### src/rtl/ecc_err_log_pkg.sv
package ecc_err_log_pkg;
  localparam int unsigned STS_W = 16;

  typedef enum logic [2:0] {
    RIDX_STS     = 3'd0,
    RIDX_PTR     = 3'd1,
    RIDX_EXT     = 3'd2,
    RIDX_SYN     = 3'd3,
    RIDX_DST     = 3'd4,
    RIDX_EN_SYS  = 3'd5,
    RIDX_EN_MGMT = 3'd6,
    RIDX_EN_CTRL = 3'd7
  } reg_idx_e;

  localparam int unsigned BIT_CE    = 0;
  localparam int unsigned BIT_UE    = 1;
  localparam int unsigned BIT_RFSH  = 8;
  localparam int unsigned BIT_LOCK  = 9;
  localparam int unsigned BIT_THERM = 11;

  localparam logic [STS_W-1:0] STS_MASK = 16'h0B03;
  localparam logic [STS_W-1:0] ECC_MASK = 16'h0003;
endpackage

### src/rtl/ecc_status_reg.sv
module ecc_status_reg
  import ecc_err_log_pkg::*;
(
  input  logic             clk_i,
  input  logic             rst_ni,
  input  logic [STS_W-1:0] set_i,
  input  logic [STS_W-1:0] clr_i,
  output logic [STS_W-1:0] sts_o
);
  for (genvar b = 0; b < STS_W; b++) begin : g_bit
    if (STS_MASK[b]) begin : g_flag
      logic flag_q;
      // set wins over a same-cycle clear
      always_ff @(posedge clk_i or negedge rst_ni) begin
        if (!rst_ni) flag_q <= 1'b0;
        else         flag_q <= set_i[b] | (flag_q & ~clr_i[b]);
      end
      assign sts_o[b] = flag_q;
    end else begin : g_tie
      assign sts_o[b] = 1'b0;
    end
  end

  logic unused_in;
  assign unused_in = ^(set_i & ~STS_MASK) ^ ^(clr_i & ~STS_MASK);
endmodule

### src/rtl/ecc_capture.sv
module ecc_capture #(
  parameter int unsigned PTR_W  = 32,
  parameter int unsigned LINE_W = 7,
  parameter int unsigned SYN_W  = 8,
  parameter int unsigned DST_W  = 8
) (
  input  logic             clk_i,
  input  logic             rst_ni,
  input  logic             ce_evt_i,
  input  logic             ue_evt_i,
  input  logic             ce_held_i,
  input  logic             ue_held_i,
  input  logic [PTR_W:0]   addr_i,
  input  logic             chan_i,
  input  logic [SYN_W-1:0] syn_i,
  input  logic [DST_W-1:0] dst_i,
  output logic [PTR_W-1:0] ptr_o,
  output logic             ext_o,
  output logic [SYN_W-1:0] syn_o,
  output logic [DST_W-1:0] dst_o
);
  localparam int unsigned PAD_W = LINE_W - 1;

  logic             load_ue, load_ce, load;
  logic [PTR_W-1:0] ptr_d;

  // UE overwrites a logged CE; CE only lands in an empty log
  assign load_ue = ue_evt_i & ~ue_held_i;
  assign load_ce = ce_evt_i & ~ue_evt_i & ~ce_held_i & ~ue_held_i;
  assign load    = load_ue | load_ce;
  assign ptr_d   = {addr_i[PTR_W-1:LINE_W], {PAD_W{1'b0}}, chan_i};

  always_ff @(posedge clk_i or negedge rst_ni) begin
    if (!rst_ni) begin
      ptr_o <= '0;
      ext_o <= 1'b0;
      syn_o <= '0;
      dst_o <= '0;
    end else if (load) begin
      ptr_o <= ptr_d;
      ext_o <= addr_i[PTR_W];
      syn_o <= syn_i;
      dst_o <= dst_i;
    end
  end

  logic unused_line;
  assign unused_line = ^addr_i[LINE_W-1:0];
endmodule

### src/rtl/ecc_report.sv
module ecc_report
  import ecc_err_log_pkg::*;
#(
  parameter int unsigned NUM_PATHS = 3
) (
  input  logic                            clk_i,
  input  logic                            rst_ni,
  input  logic [NUM_PATHS-1:0]            wr_i,
  input  logic [STS_W-1:0]                wdata_i,
  input  logic [STS_W-1:0]                sts_i,
  output logic [NUM_PATHS-1:0][STS_W-1:0] en_o,
  output logic [NUM_PATHS-1:0]            irq_o
);
  for (genvar g = 0; g < NUM_PATHS; g++) begin : g_path
    // path 0 covers every status source, the rest only ECC flags
    localparam logic [STS_W-1:0] MASK = (g == 0) ? STS_MASK : ECC_MASK;
    logic [STS_W-1:0] en_q;

    always_ff @(posedge clk_i or negedge rst_ni) begin
      if (!rst_ni)      en_q <= '0;
      else if (wr_i[g]) en_q <= wdata_i & MASK;
    end

    assign en_o[g]  = en_q;
    assign irq_o[g] = |(sts_i & en_q);
  end
endmodule

### src/rtl/ecc_err_log.sv
module ecc_err_log
  import ecc_err_log_pkg::*;
#(
  parameter int unsigned PTR_W  = 32,
  parameter int unsigned LINE_W = 7,
  parameter int unsigned SYN_W  = 8,
  parameter int unsigned DST_W  = 8,
  parameter int unsigned DATA_W = 32
) (
  input  logic              clk_i,
  input  logic              rst_ni,
  input  logic              ce_evt_i,
  input  logic              ue_evt_i,
  input  logic [PTR_W:0]    err_addr_i,
  input  logic              err_chan_i,
  input  logic [SYN_W-1:0]  err_syn_i,
  input  logic [DST_W-1:0]  err_dst_i,
  input  logic              rfsh_to_i,
  input  logic              lock_err_i,
  input  logic              therm_evt_i,
  input  logic              reg_wr_i,
  input  logic [2:0]        reg_addr_i,
  input  logic [DATA_W-1:0] reg_wdata_i,
  output logic [DATA_W-1:0] reg_rdata_o,
  output logic              sys_err_o,
  output logic              mgmt_irq_o,
  output logic              ctrl_irq_o
);
  localparam int unsigned NUM_PATHS = 3;
  localparam int unsigned EN_BASE   = int'(RIDX_EN_SYS);

  logic [STS_W-1:0]                sts_set, sts_clr, sts_q;
  logic [PTR_W-1:0]                cap_ptr;
  logic                            cap_ext;
  logic [SYN_W-1:0]                cap_syn;
  logic [DST_W-1:0]                cap_dst;
  logic [NUM_PATHS-1:0]            en_wr;
  logic [NUM_PATHS-1:0][STS_W-1:0] en_q;
  logic [NUM_PATHS-1:0]            irq;

  always_comb begin
    sts_set            = '0;
    sts_set[BIT_CE]    = ce_evt_i;
    sts_set[BIT_UE]    = ue_evt_i;
    sts_set[BIT_RFSH]  = rfsh_to_i;
    sts_set[BIT_LOCK]  = lock_err_i;
    sts_set[BIT_THERM] = therm_evt_i;
  end

  assign sts_clr = (reg_wr_i && reg_addr_i == RIDX_STS) ? reg_wdata_i[STS_W-1:0] : '0;

  always_comb begin
    for (int i = 0; i < NUM_PATHS; i++) begin
      en_wr[i] = reg_wr_i && (reg_addr_i == 3'(EN_BASE + i));
    end
  end

  ecc_status_reg i_status (
    .clk_i  (clk_i),
    .rst_ni (rst_ni),
    .set_i  (sts_set),
    .clr_i  (sts_clr),
    .sts_o  (sts_q)
  );

  ecc_capture #(
    .PTR_W  (PTR_W),
    .LINE_W (LINE_W),
    .SYN_W  (SYN_W),
    .DST_W  (DST_W)
  ) i_capture (
    .clk_i     (clk_i),
    .rst_ni    (rst_ni),
    .ce_evt_i  (ce_evt_i),
    .ue_evt_i  (ue_evt_i),
    .ce_held_i (sts_q[BIT_CE]),
    .ue_held_i (sts_q[BIT_UE]),
    .addr_i    (err_addr_i),
    .chan_i    (err_chan_i),
    .syn_i     (err_syn_i),
    .dst_i     (err_dst_i),
    .ptr_o     (cap_ptr),
    .ext_o     (cap_ext),
    .syn_o     (cap_syn),
    .dst_o     (cap_dst)
  );

  ecc_report #(
    .NUM_PATHS (NUM_PATHS)
  ) i_report (
    .clk_i   (clk_i),
    .rst_ni  (rst_ni),
    .wr_i    (en_wr),
    .wdata_i (reg_wdata_i[STS_W-1:0]),
    .sts_i   (sts_q),
    .en_o    (en_q),
    .irq_o   (irq)
  );

  assign sys_err_o  = irq[0];
  assign mgmt_irq_o = irq[1];
  assign ctrl_irq_o = irq[2];

  always_comb begin
    reg_rdata_o = '0;
    unique case (reg_idx_e'(reg_addr_i))
      RIDX_STS:     reg_rdata_o[STS_W-1:0] = sts_q;
      RIDX_PTR:     reg_rdata_o[PTR_W-1:0] = cap_ptr;
      RIDX_EXT:     reg_rdata_o[0]         = cap_ext;
      RIDX_SYN:     reg_rdata_o[SYN_W-1:0] = cap_syn;
      RIDX_DST:     reg_rdata_o[DST_W-1:0] = cap_dst;
      RIDX_EN_SYS:  reg_rdata_o[STS_W-1:0] = en_q[0];
      RIDX_EN_MGMT: reg_rdata_o[STS_W-1:0] = en_q[1];
      RIDX_EN_CTRL: reg_rdata_o[STS_W-1:0] = en_q[2];
      default:      reg_rdata_o = '0;
    endcase
  end

  logic unused_wdata;
  assign unused_wdata = ^reg_wdata_i[DATA_W-1:STS_W];
endmodule

### config.mk
export PLATFORM = sky130hd
export DESIGN_NAME = ecc_err_log
export DESIGN_NICKNAME = d
export VERILOG_FILES = /design/src/rtl/ecc_err_log_pkg.sv /design/src/rtl/ecc_status_reg.sv /design/src/rtl/ecc_capture.sv /design/src/rtl/ecc_report.sv /design/src/rtl/ecc_err_log.sv
export SDC_FILE = /design/constraint.sdc
export NUM_CORES = 1
export LEC_CHECK = 0
export BUFFER_PORTS_ARGS = -buffer_cell sky130_fd_sc_hd__buf_2
export CAP_MARGIN = 10
export CORE_MARGIN = 2
export CORE_UTILIZATION = 30
export CTS_CLUSTER_SIZE = 8
export DETAILED_ROUTE_END_ITERATION = 8
export GPL_TIMING_DRIVEN = 0
export PLACE_DENSITY_LB_ADDON = 0.08
export SYNTH_ARGS = -nofsm -noshare
export SYNTH_HDL_FRONTEND = slang
export SYNTH_SLANG_ARGS = --single-unit
### constraint.sdc
create_clock -name clk_i -period 4 [get_ports clk_i]
set_input_delay 0.4 -clock clk_i [delete_from_list [all_inputs] [get_ports clk_i]]
set_output_delay 0.4 -clock clk_i [all_outputs]
set_load 0.05 [all_outputs]
# Word-level counts from Yosys, hierarchy flattened
# Index checks and enable logic that the tools add are counted.
dict set report word_totals {
  elab_cells 58
  inputBits 93
  output_inout_bits 35
  reg_bits 57
}
dict set report classes {
  muxes 5
  eq_ne 7
  n_reduce_logical 8
  bitwise 26
}
# op n
set op_table {}
lappend op_table {{$pmux W7 S7} 1}
lappend op_table {{$reduce_or A16 Y1} 3}
lappend op_table {{$and A12 B2 Y12} 2}
lappend op_table {{$pmux W8 S3} 1}
lappend op_table {{$mux W16} 1}
lappend op_table {{$and A12 B12 Y12} 1}
lappend op_table {{$eq A3 B3 Y1 const B} 4}
lappend op_table {{$mux W12} 1}
lappend op_table {{$and A1 B1 Y1} 9}
lappend op_table {{$not A1 Y1} 8}
lappend op_table {{$pmux W1 S8} 1}
lappend op_table {{$eq A3 B2 Y1 const B} 2}
lappend op_table {{$or A1 B1 Y1} 6}
lappend op_table {{$logic_and A1 B1 Y1} 4}
lappend op_table {{$eq A3 B1 Y1 const B} 1}
lappend op_table {{$logic_not A3 Y1} 1}

# Depth between registers and ports, before layout
# Gate-level depths: netlist of run 1.
dict set report logic_depth {
  depth_word 6
  depth_mapped 5
  depth_no_buf 4
}

# Cells and area by module
# From an unflattened synthesis of run 1, not the netlist that was laid out.
dict set report unflattened {
  hier_cells 332
  hier_area_um2 3734.8
}
# module area_each_um2 cells_per_inst n_inst
set by_module_without_submodules {}
lappend by_module_without_submodules {ecc_capture 1687.9 100 1}
lappend by_module_without_submodules {ecc_err_log 1077.3 137 1}
lappend by_module_without_submodules {ecc_report 664.4 63 1}
lappend by_module_without_submodules {ecc_status_reg 305.3 32 1}

# Worst setup path before layout of run 1
# Ideal clock, no wire load.
dict set report synth_timing {
  path_kind {input -> output}
  startpoint {input reg_addr_i[1]}
  endpoint {output reg_rdata_o[1]}
  path_slack_ns 1.556
  arrival_time_ns 2.044
  path_stages 5
  cell_sequence {buf_4 buf_2 nor3b_1 a31oi_1 o21ai_0}
}
dict set report synth_between {
  elab_chain_cells 2
  elab_cells_between_ends 8
  classes_between {eq/ne (6); mux (1); reduce/logical (1)}
}
# item line_no
set synth_rtl {}
lappend synth_rtl {{start, declared} ecc_err_log.sv:22} ;# input logic [2:0] reg_addr_i,
lappend synth_rtl {{$eq A3 B3 Y1, or another cell as far along} ecc_err_log.sv:106} ;# unique case (reg_idx_e'(reg_addr_i))
lappend synth_rtl {{$pmux W7 S7 (*)} ecc_err_log.sv:106}
lappend synth_rtl {{end, declared} ecc_err_log.sv:24} ;# output logic [DATA_W-1:0] reg_rdata_o,
# Every way passes the cells marked *; elsewhere a longest branch is shown, timed or not.

# Worst setup path after layout of run 1
dict set report layout_timing {
  startpoint {register i_status.g_bit[1].g_flag.flag_q}
  endpoint {output reg_rdata_o[1]}
}
dict set report layout_between {
  elab_chain_cells 1
}
# item line_no
set layout_rtl {}
lappend layout_rtl {{start, declared} ecc_status_reg.sv:12} ;# logic flag_q;
lappend layout_rtl {{start signal, assigned} ecc_status_reg.sv:16} ;# else flag_q <= set_i[b] | (flag_q & ~clr_i[b]);
lappend layout_rtl {{$pmux W7 S7} ecc_err_log.sv:106}
# Every way passes these cells.

==> flow_metrics.env, run 1 <==
export IMPL_timing_final_crit_share_pct=54.1
export IMPL_num_rows=35
export IMPL_crit_arrival_ns=1.76
export IMPL_fp_dieArea_mm2=0.0103
export IMPL_critical_path_startpoint="i_status.g_bit[1].g_flag.flag_q$_DFF_PN0_"
export IMPL_standard_cell_core_area_mm2=0.00924
export IMPL_netlist_instances=201
export IMPL_syn_area_mm2=0.00285
export IMPL_finalWirelength_um=7110
export IMPL_numCtsBuffers=9
export IMPL_layout_overhead_on_the_synthesized_area_pct=30.9
export IMPL_grt_busiest_layer="met1"
export IMPL_slowest_delay_ns=0.51
export IMPL_final_common_cell="buf_2"
export IMPL_relSlewSlack_pct=63.3
export IMPL_worstSetupEndpointType="primary output"
export IMPL_avgRoutedWirePerCell_um=16.2
export IMPL_finalClockSkew_ns=0.00532
export IMPL_ctsRootBufferMaster="clkbuf_8"
export IMPL_dominantRegCellSynth="dfrtp_1"
export IMPL_grt_start_max_net_pins=36
export IMPL_via_count_of_the_first_global_routing_pass=2041
export IMPL_setup_tns_ns=0
export IMPL_chipWidth_um=101
export IMPL_drtIter0Drc=70
export IMPL_synth_sequential_area_ratio_pct=50.0
export IMPL_postSynthRegisterBits=57
export IMPL_synth_edff_count=0
export IMPL_worst_slew_pin_transition_ns=0.551
export IMPL_cap_viol_max_count=0
export IMPL_clkSinkCount=57
export IMPL_drc=0
export IMPL_use_met3_pct=2.97
export IMPL_clock_tree_from_tritoncts="done"
export IMPL_clk_pin_slew_worst_paths_ns=0.07
export IMPL_cts_resized_gates=0
export IMPL_total_global_routing_track_utilization_pct=14.2
export IMPL_rsz_0062_raised_after_global_routing="false"
export IMPL_n_antenna_cell=0
export IMPL_setup_viol_count_final=0
export IMPL_critical_path_reg2reg_endpoint="i_capture.ptr_o[8]$_DFFE_PN0P_"
export IMPL_synth_top_cell_area_share_pct=50.0
export IMPL_synth_cell_types=36
export IMPL_drt_vias_per_instance=4.59
export IMPL_cells_traversed_along_the_worst_timing_path="nor3b_1 > a31oi_1 > o21ai_0 > buf_2"
export IMPL_die_h_um=101
export IMPL_vdd_drop_max_uv=159
export IMPL_io_buf_count=91
export IMPL_finalCriticalPeriod_ns=2.16
export IMPL_globalRoute_totalOverflow=0
export IMPL_htree_num_levels=3
export IMPL_grt_antenna_before_repair=0
export IMPL_io_pin_count=128
export IMPL_detailedPlacementHpwl_um=4990
export IMPL_drt_pass1_iter_count=4
export IMPL_report_final_slew_viol_count=0
export IMPL_cp_data_required_time_ns=3.60
export IMPL_met1_usage_pct=21.5
export IMPL_layout_area_seq_mm2=0.00143
export IMPL_cp_max_stage_cell="dfrtp_1"
export IMPL_syn_mean_instance_area_um2=14.2
export IMPL_timing_setup_critical_path_class="flop to primary output"
export IMPL_regToRegStartpoint="i_status.g_bit[0].g_flag.flag_q$_DFF_PN0_"
export IMPL_cts_root_to_sink_buffers=2
export IMPL_mostFrequentLayoutCells="93 x buf_2, 57 x dfrtp_1, 40 x mux2_4"
export IMPL_yosysTopAreaCell="dfrtp_1"
export IMPL_power_density_mw_per_mm2=519
export IMPL_finalCoreUtilization_pct=40.4
export IMPL_ratio_of_cells_with_drive_above_1_in_the_final_layout_pct=58.9
export IMPL_postSynthNetCount=294
export IMPL_routed_via_count=2010
export IMPL_synth_top_cells_by_area="dfrtp_1 50%, mux2_4 21%, mux2_2 6.3%"
export IMPL_leakage_nw=1.86
export IMPL_yosysWarnings=0
export IMPL_filler_cells_inserted=916
export IMPL_cts_repair_timing_setup_buffer_count=0
export IMPL_critical_path_startpoint_type="flop"
export IMPL_max_freq_mhz=462
export IMPL_fin_nets=397
export IMPL_result_of_the_run="complete, no violations"
export IMPL_hold_buffers=0
export IMPL_worst_min_path_class="input port to asynchronous set/reset pin"
export IMPL_timing_reg2reg_setup_slack_ns=2.48
export IMPL_fraction_of_synthesis_flops_using_an_asynchronous_set_or_reset_pin_pct=100
export IMPL_multi_input_area_mm2=0.00132
export IMPL_place_congestion=0.737
export IMPL_met2_usage_pct=19.5
export IMPL_initial_utilization_pct=30.8
export IMPL_count_of_nets_left_with_antenna_violations_after_detail_routing=0
export IMPL_grt_first_pass_wirelength_um=11000
export IMPL_insertion_delay_ns=0.33
export IMPL_r2r_cells=5
export IMPL_critical_path_peak_fanout=6
export IMPL_hold_viol_final=0
==> metrics by stage <==
| step | total power, mW | hold slack [ns] | instance area (um2) | std cells | setup WS, ns |
|---|---|---|---|---|---|
| 3_3_place_gp | 1.27 | 0.484 | 3470 | 421 | 1.93 |
| 2_1_floorplan | 1.16 | 0.104 | 2850 | 201 | 1.56 |
| 5_1_grt | 2.03 | 0.0861 | 3730 | 438 | 1.79 |
| 3_5_place_dp | 1.28 | 0.422 | 3490 | 422 | 1.94 |
| 4_1_cts | 1.96 | 0.0518 | 3730 | 438 | 1.88 |
| 6_report | 1.93 | 0.0490 | 3730 | 438 | 1.84 |
==> layer usage <==
layer,vias up,wire (um),share of wire [%]
met4,0,117,1.6
met2,73,2990,42
met1,979,3670,52
met5,-,0,0
met3,10,333,4.7
li1,948,-,-
==> cell usage after synthesis (4+ instances only) <==
cell type / n
nor2_1: 4
nand2_1: 7
a21o_1: 5
buf_6: 5
clkbuf_1: 4
and3_1: 22
a22oi_1: 4
a22o_1: 7
dfrtp_1: 57
mux2_4: 40
mux2_2: 16
==> cell families after synthesis <==
family / Yosys count / synth area share (%)
AOI/OAI and AO/OA: 24 / 6.89
buffers and inverters: 15 / 3.64
DFF: 57 / 50.0
muxes: 59 / 28.9
and+or+nand+nor: 46 / 10.5
==> state kept, by name, summed over array words and instances (netlist names) <==
name / count
i_status.g_bit.g_flag.flag_q: 5
i_capture.dst_o: 8
i_capture.syn_o: 8
i_capture.ext_o: 1
i_report.g_path.en_q: 9
i_capture.ptr_o: 26
==> critical path: cells and delay by family, from the launching register on <==
kind / cells / cell delay (ns)
AND/OR/NAND/NOR: 1 / 0.24
AO/OA/AOI/OAI: 2 / 0.35
flip-flops: 1 / 0.51
buffers and inverters: 1 / 0.32
==> report_power, final <==
part | internal, mW | leakage (nW) | switching [mW] | total, mW
registers | 0.718 | 0.670 | 0.0798 | 0.798
logic | 0.252 | 1.07 | 0.217 | 0.469
clock network | 0.428 | 0.126 | 0.240 | 0.668
==> final cells by class <==
cell class              count  area share (%)
clock buffers              10            3.69
inverters                   2           0.201
well taps                 129            4.33
repair buffers             92            12.7
plain buffers              13            2.58
flip-flops and latches     57            38.2
clock inverters             6            2.82
multi-input cells         129            35.4
==> worst max-delay path by stage <==
stage                           endpoint  cells after the start
after CTS                 reg_rdata_o[1]                      4
after global routing      reg_rdata_o[1]                      4
after floorplan           reg_rdata_o[1]                      5
final                     reg_rdata_o[1]                      4
after global placement    reg_rdata_o[0]                      6
after detailed placement  reg_rdata_o[0]                      6
Note: power is estimated with default switching activity, not from simulation.
==> run 2: changes to the inputs <==
==> constraint.sdc (replaced) <==
create_clock -name clk_i -period 2 [get_ports clk_i]
set_input_delay 0.2 -clock clk_i [delete_from_list [all_inputs] [get_ports clk_i]]
set_output_delay 0.2 -clock clk_i [all_outputs]
set_load 0.05 [all_outputs]
==> run 2 against run 1 <==
Final cell count unchanged. Largest power group unchanged. Via count decreased by 1.2%. First-iteration DRC count decreased by 56%. Hold slack got worse by 0.0085 ns. Clock skew increased by 0.00050 ns. Wire length decreased by 1.4%. Register-to-register slack got worse by 2.0 ns. Design area about the same. Die area unchanged.
==> flow_metrics.env, run 2 (synthesized netlist as in run 1, its figures left out) <==
export IMPL_io_pin_count=128
export IMPL_numCtsBuffers=9
export IMPL_place_congestion=0.705
export IMPL_finalCriticalPeriod_ns=1.85
export IMPL_avgRoutedWirePerCell_um=16.0
export IMPL_clk_pin_slew_worst_paths_ns=0.06
export IMPL_filler_cells_inserted=915
export IMPL_clock_tree_from_tritoncts="done"
export IMPL_hold_viol_final=0
export IMPL_max_freq_mhz=541
export IMPL_initial_utilization_pct=30.8
export IMPL_switching_share_pct=27.5
export IMPL_regToRegStartpoint="i_status.g_bit[0].g_flag.flag_q$_DFF_PN0_"
export IMPL_count_of_nets_left_with_antenna_violations_after_detail_routing=0
export IMPL_final_area_mm2=0.00373
export IMPL_leakage_nw=1.86
export IMPL_layout_overhead_on_the_synthesized_area_pct=30.8
export IMPL_routed_via_count=1986
export IMPL_standard_cell_core_area_mm2=0.00924
export IMPL_cp_data_required_time_ns=1.80
export IMPL_grt_antenna_before_repair=0
export IMPL_flip_flop_count_of_the_largest_register_after_layout=26
export IMPL_power_density_mw_per_mm2=1010
export IMPL_timing_setup_critical_path_class="flop to primary output"
export IMPL_r2r_cells=5
export IMPL_drt_pass1_iter_count=4
export IMPL_clock_power_share_pct=32.9
export IMPL_power_switching_mw=1.04
export IMPL_chipWidth_um=101
export IMPL_htree_num_levels=3
export IMPL_clkSinkCount=57
export IMPL_detailedPlacementHpwl_um=5040
export IMPL_ratio_of_cells_with_drive_above_1_in_the_final_layout_pct=58.3
export IMPL_n_antenna_cell=0
export IMPL_cts_root_to_sink_buffers=2
export IMPL_reg_top3="i_capture.ptr_o x26, i_report.g_path.en_q x9"
export IMPL_vdd_drop_max_uv=400
export IMPL_die_h_um=101
export IMPL_timing_final_crit_share_pct=92.5
export IMPL_total_global_routing_track_utilization_pct=14.6
export IMPL_finalWirelength_um=7020
export IMPL_relSlewSlack_pct=63.3
export IMPL_rsz_0062_raised_after_global_routing="false"
export IMPL_io_buf_count=91
export IMPL_worstHoldStart="therm_evt_i"
export IMPL_mostFrequentLayoutCells="92 x buf_2, 57 x dfrtp_1, 40 x mux2_4"
export IMPL_internal_power_mw=2.74
export IMPL_critical_path_reg2reg_endpoint="i_capture.dst_o[3]$_DFFE_PN0P_"
export IMPL_critical_path_startpoint_type="flop"
export IMPL_via_count_of_the_first_global_routing_pass=2176
export IMPL_max_flop_register="i_capture.ptr_o"
export IMPL_setup_viol_count_final=0
export IMPL_globalRoute_totalOverflow=0
export IMPL_grt_start_max_net_pins=36
export IMPL_fin_nets=398
export IMPL_num_rows=35
export IMPL_ctsRootBufferMaster="clkbuf_8"
export IMPL_worstSetupEndpointType="primary output"
export IMPL_result_of_the_run="complete, no violations"
export IMPL_power_share_sequential_pct=42.2
export IMPL_drc=0
export IMPL_insertion_delay_ns=0.34
export IMPL_final_common_cell="buf_2"
export IMPL_finalClockSkew_ns=0.00583
export IMPL_drtIter0Drc=31
export IMPL_worst_slew_pin_transition_ns=0.551
export IMPL_critical_path_peak_fanout=6
export IMPL_timing_reg2reg_setup_slack_ns=0.47
export IMPL_drt_vias_per_instance=4.53
export IMPL_setup_tns_ns=0
export IMPL_hold_path_end="i_status.g_bit[11].g_flag.flag_q$_DFF_PN0_"
export IMPL_worst_min_path_class="input port to flop"
export IMPL_dpl_cell_area_mm2=0.00349
export IMPL_fp_dieArea_mm2=0.0103
export IMPL_grt_first_pass_wirelength_um=11300
export IMPL_crit_arrival_ns=1.65
export IMPL_cap_viol_max_count=0
export IMPL_report_final_slew_viol_count=0
export IMPL_comb_power_share_pct=24.9
export IMPL_cts_repair_timing_setup_buffer_count=0
export IMPL_timing_hold_worst_path_depth=2
[run 2: critical path, stage by stage (launching register included)]
cell and delay (ns):
dfrtp_1 0.50, nor3b_1 0.24, a31oi_1 0.07, o21ai_1 0.20, buf_2 0.30
[run 2: power groups by stage]
stage	Combinational, mW	Sequential, mW	Clock [mW]
after global placement	0.934	1.61	0
final	0.942	1.60	1.24
after global routing	1.01	1.64	1.33
after detailed placement	0.946	1.61	0
after CTS	0.953	1.60	1.29
after floorplan	0.752	1.56	0
[run 2: what timing repair did]
action | CTS | global route
hold buffers | 1 | 0
endpoints found under the setup margin | 0 | 1
gates resized for setup | 0 | 1
endpoints found under the hold margin | 22 | 0
[run 2: through the flow]
step | hold WS (ns) | total power [mW] | worst slack (ns) | cells | util [%]
after CTS | 0.0196 | 3.85 | 0.133 | 438 | 40.3
after detailed placement | 0.227 | 2.56 | 0.323 | 422 | 37.7
after floorplan | -0.0956 | 2.31 | 0.140 | 201 | -
final | 0.0405 | 3.78 | 0.151 | 438 | 40.4
after global routing | 0.0351 | 3.98 | 0.0139 | 438 | 40.4
after global placement | 0.381 | 2.54 | 0.332 | 421 | 37.5
[run 2: final cells by class]
cell class	instances	area (um2)	share of cell area [%]
flip-flops and latches	57	1430	38.3
repair buffers	93	488	13.1
plain buffers	13	96.3	2.58
inverters	2	7.51	0.201
clock inverters	2	60.1	1.61
well taps	129	161	4.33
clock buffers	13	169	4.53
multi-input cells	129	1320	35.4
[run 2: layer usage]
metal	global-route usage (%)	share of wire, %
met5	0	0
met4	4.05	1.1
met3	5.11	5.6
met2	22.0	45
met1	20.0	49
[run 2: how the worst max path moves through the flow]
| stage | cells past startpoint | end | startpoint |
|---|---|---|---|
| finish | 4 | reg_rdata_o[1] | i_status.g_bit[1].g_flag.flag_q$_DFF_PN0_ |
| global route | 4 | reg_rdata_o[0] | i_report.g_path[1].en_q[0]$_DFFE_PN0P_ |
| CTS | 4 | reg_rdata_o[0] | i_report.g_path[1].en_q[0]$_DFFE_PN0P_ |
| detailed placement | 5 | reg_rdata_o[10] | reg_addr_i[0] |
| global placement | 6 | reg_rdata_o[0] | reg_addr_i[0] |
| floorplan | 4 | reg_rdata_o[0] | reg_addr_i[1] |
==> run 3: changes to the inputs <==
--- a/config.mk
+++ b/config.mk
@@ -6,13 +6,13 @@
 export NUM_CORES = 1
 export LEC_CHECK = 0
 export BUFFER_PORTS_ARGS = -buffer_cell sky130_fd_sc_hd__buf_2
-export CAP_MARGIN = 10
 export CORE_MARGIN = 2
 export CORE_UTILIZATION = 30
 export CTS_CLUSTER_SIZE = 8
 export DETAILED_ROUTE_END_ITERATION = 8
 export GPL_TIMING_DRIVEN = 0
 export PLACE_DENSITY_LB_ADDON = 0.08
+export SETUP_SLACK_MARGIN = 0.2
 export SYNTH_ARGS = -nofsm -noshare
 export SYNTH_HDL_FRONTEND = slang
 export SYNTH_SLANG_ARGS = --single-unit
==> run 3 against run 2 <==
Register-to-register slack about the same. Die area unchanged. Sequential cell count unchanged. Combinational power up 0.8%. Core utilization down 0.57 points. Critical path type unchanged. Critical endpoint unchanged. Largest cell class unchanged.
==> flow_metrics.env, run 3 (synthesized netlist as in run 1, its figures left out) <==
export IMPL_numCtsBuffers=9
export IMPL_ctsRootBufferMaster="clkbuf_8"
export IMPL_drt_pass1_iter_count=4
export IMPL_cts_repair_timing_setup_buffer_count=0
export IMPL_report_final_slew_viol_count=0
export IMPL_layout_overhead_on_the_synthesized_area_pct=29.0
export IMPL_globalRoute_totalOverflow=0
export IMPL_hold_viol_final=0
export IMPL_io_pin_count=128
export IMPL_avgRoutedWirePerCell_um=16.1
export IMPL_total_global_routing_track_utilization_pct=14.6
export IMPL_internal_power_mw=2.46
export IMPL_worst_min_path_class="input port to flop"
export IMPL_grt_first_pass_wirelength_um=11200
export IMPL_power_switching_mw=1.06
export IMPL_relSlewSlack_pct=50.6
export IMPL_n_antenna_cell=0
export IMPL_flip_flop_count_of_the_largest_register_after_layout=26
export IMPL_standard_cell_core_area_mm2=0.00924
export IMPL_critical_path_peak_fanout=3
export IMPL_timing_setup_critical_path_class="flop to primary output"
export IMPL_post_layout_total_power_mw=3.52
export IMPL_fp_dieArea_mm2=0.0103
export IMPL_switching_share_pct=30.1
export IMPL_power_share_sequential_pct=45.4
export IMPL_worst_slew_pin_transition_ns=0.741
export IMPL_result_of_the_run="complete, no violations"
export IMPL_power_density_mw_per_mm2=957
export IMPL_critical_path_startpoint_type="flop"
export IMPL_finalCoreUtilization_pct=39.8
export IMPL_place_congestion=0.690
export IMPL_max_flop_register="i_capture.ptr_o"
export IMPL_cp_data_required_time_ns=1.80
export IMPL_rsz_0062_raised_after_global_routing="true"
export IMPL_comb_power_share_pct=27.0
export IMPL_leakage_nw=1.83
export IMPL_clk_pin_slew_worst_paths_ns=0.06
export IMPL_drtIter0Drc=55
export IMPL_drc=0
export IMPL_grt_start_max_net_pins=58
export IMPL_finalCriticalPeriod_ns=1.77
export IMPL_max_freq_mhz=565
export IMPL_final_common_cell="buf_2"
export IMPL_die_h_um=101
export IMPL_clock_power_share_pct=27.6
export IMPL_num_rows=35
export IMPL_vdd_drop_max_uv=406
export IMPL_detailedPlacementHpwl_um=4880
export IMPL_setup_viol_count_final=0
export IMPL_chipWidth_um=101
export IMPL_grt_antenna_before_repair=0
export IMPL_cts_root_to_sink_buffers=2
export IMPL_timing_final_crit_share_pct=88.5
export IMPL_clock_tree_from_tritoncts="done"
export IMPL_finalClockSkew_ns=0.00355
export IMPL_via_count_of_the_first_global_routing_pass=2072
export IMPL_htree_num_levels=3
export IMPL_finalWirelength_um=7070
export IMPL_insertion_delay_ns=0.33
export IMPL_setup_tns_ns=0
export IMPL_routed_via_count=2025
export IMPL_count_of_nets_left_with_antenna_violations_after_detail_routing=0
export IMPL_clkSinkCount=57
export IMPL_cap_viol_max_count=0
export IMPL_fin_nets=397
export IMPL_worstSetupEndpointType="primary output"
export IMPL_initial_utilization_pct=30.8
export IMPL_mostFrequentLayoutCells="91 x buf_2, 56 x dfrtp_1, 40 x mux2_4"
export IMPL_ratio_of_cells_with_drive_above_1_in_the_final_layout_pct=58.6
export IMPL_reg_top3="i_capture.ptr_o x26, i_report.g_path.en_q x9"
export IMPL_crit_arrival_ns=1.57
export IMPL_drt_vias_per_instance=4.62
export IMPL_io_buf_count=91
run 3: layout make-up:
type,instances,area (um2)
timing repair buffer,92,474
tap,129,161
buffer,13,96.3
clock inverter,3,15.0
inverter,2,7.51
fill,915,5560
sequential,57,1430
multi-input combinational,129,1340
clock buffer,13,159
run 3: through the flow:
stage | worst slack [ns] | cell area (um2) | hold WS [ns] | instances
6_report | 0.230 | 3680 | 0.0473 | 438
2_1_floorplan | 0.330 | 2860 | -0.0956 | 201
5_1_grt | 0.185 | 3680 | 0.0231 | 438
4_1_cts | 0.200 | 3660 | 0.0344 | 438
3_3_place_gp | 0.292 | 3470 | 0.383 | 421
3_5_place_dp | 0.297 | 3480 | 0.323 | 421
run 3: worst max-delay path: stages (launching register included):
cell     delay, ns
dfrtp_1       0.40
mux4_2        0.46
nand2_1       0.07
o21ai_1       0.09
buf_2         0.22
run 3: final timing paths:
check,from,to,depth (start not counted),slack (ns)
worst max-delay path,i_report.g_path[2].en_q[1]$_DFFE_PN0P_,reg_rdata_o[1],4,0.23
worst min-delay path,therm_evt_i,i_status.g_bit[11].g_flag.flag_q$_DFF_PN0_,2,0.05
max in group asynchronous,rst_ni,i_status.g_bit[1].g_flag.flag_q$_DFF_PN0_,2,0.98
worst min register to register,i_capture.ptr_o[27]$_DFFE_PN0P_,i_capture.ptr_o[27]$_DFFE_PN0P_,1,0.50
min in group asynchronous,rst_ni,i_capture.syn_o[3]$_DFFE_PN0P_,2,0.46
worst max register to register,i_status.g_bit[0].g_flag.flag_q$_DFF_PN0_,i_capture.ptr_o[9]$_DFFE_PN0P_,5,0.46
run 3: power groups by stage:
stage	clock (mW)	combinational, mW	sequential (mW)
global route	1.07	1.02	1.63
finish	0.972	0.950	1.60
CTS	1.02	0.952	1.60
detailed placement	0	0.941	1.61
floorplan	0	0.755	1.56
global placement	0	0.939	1.61
run 3: what timing repair did:
action                                  in CTS  in global routing
hold buffers                                 1                  0
endpoints found under the hold margin       57                  0
endpoints found under the setup margin       1                  2
gates resized for setup                      1                  3
run 3: metal layers:
metal	share of wire (%)	up-vias	GRT usage [%]	routed length, um
met5	0	-	0	0
met4	0.65	0	3.43	46
met3	5.5	4	5.24	389
met2	44	67	21.3	3140
met1	49	1006	20.6	3500
li1	-	948	-	-
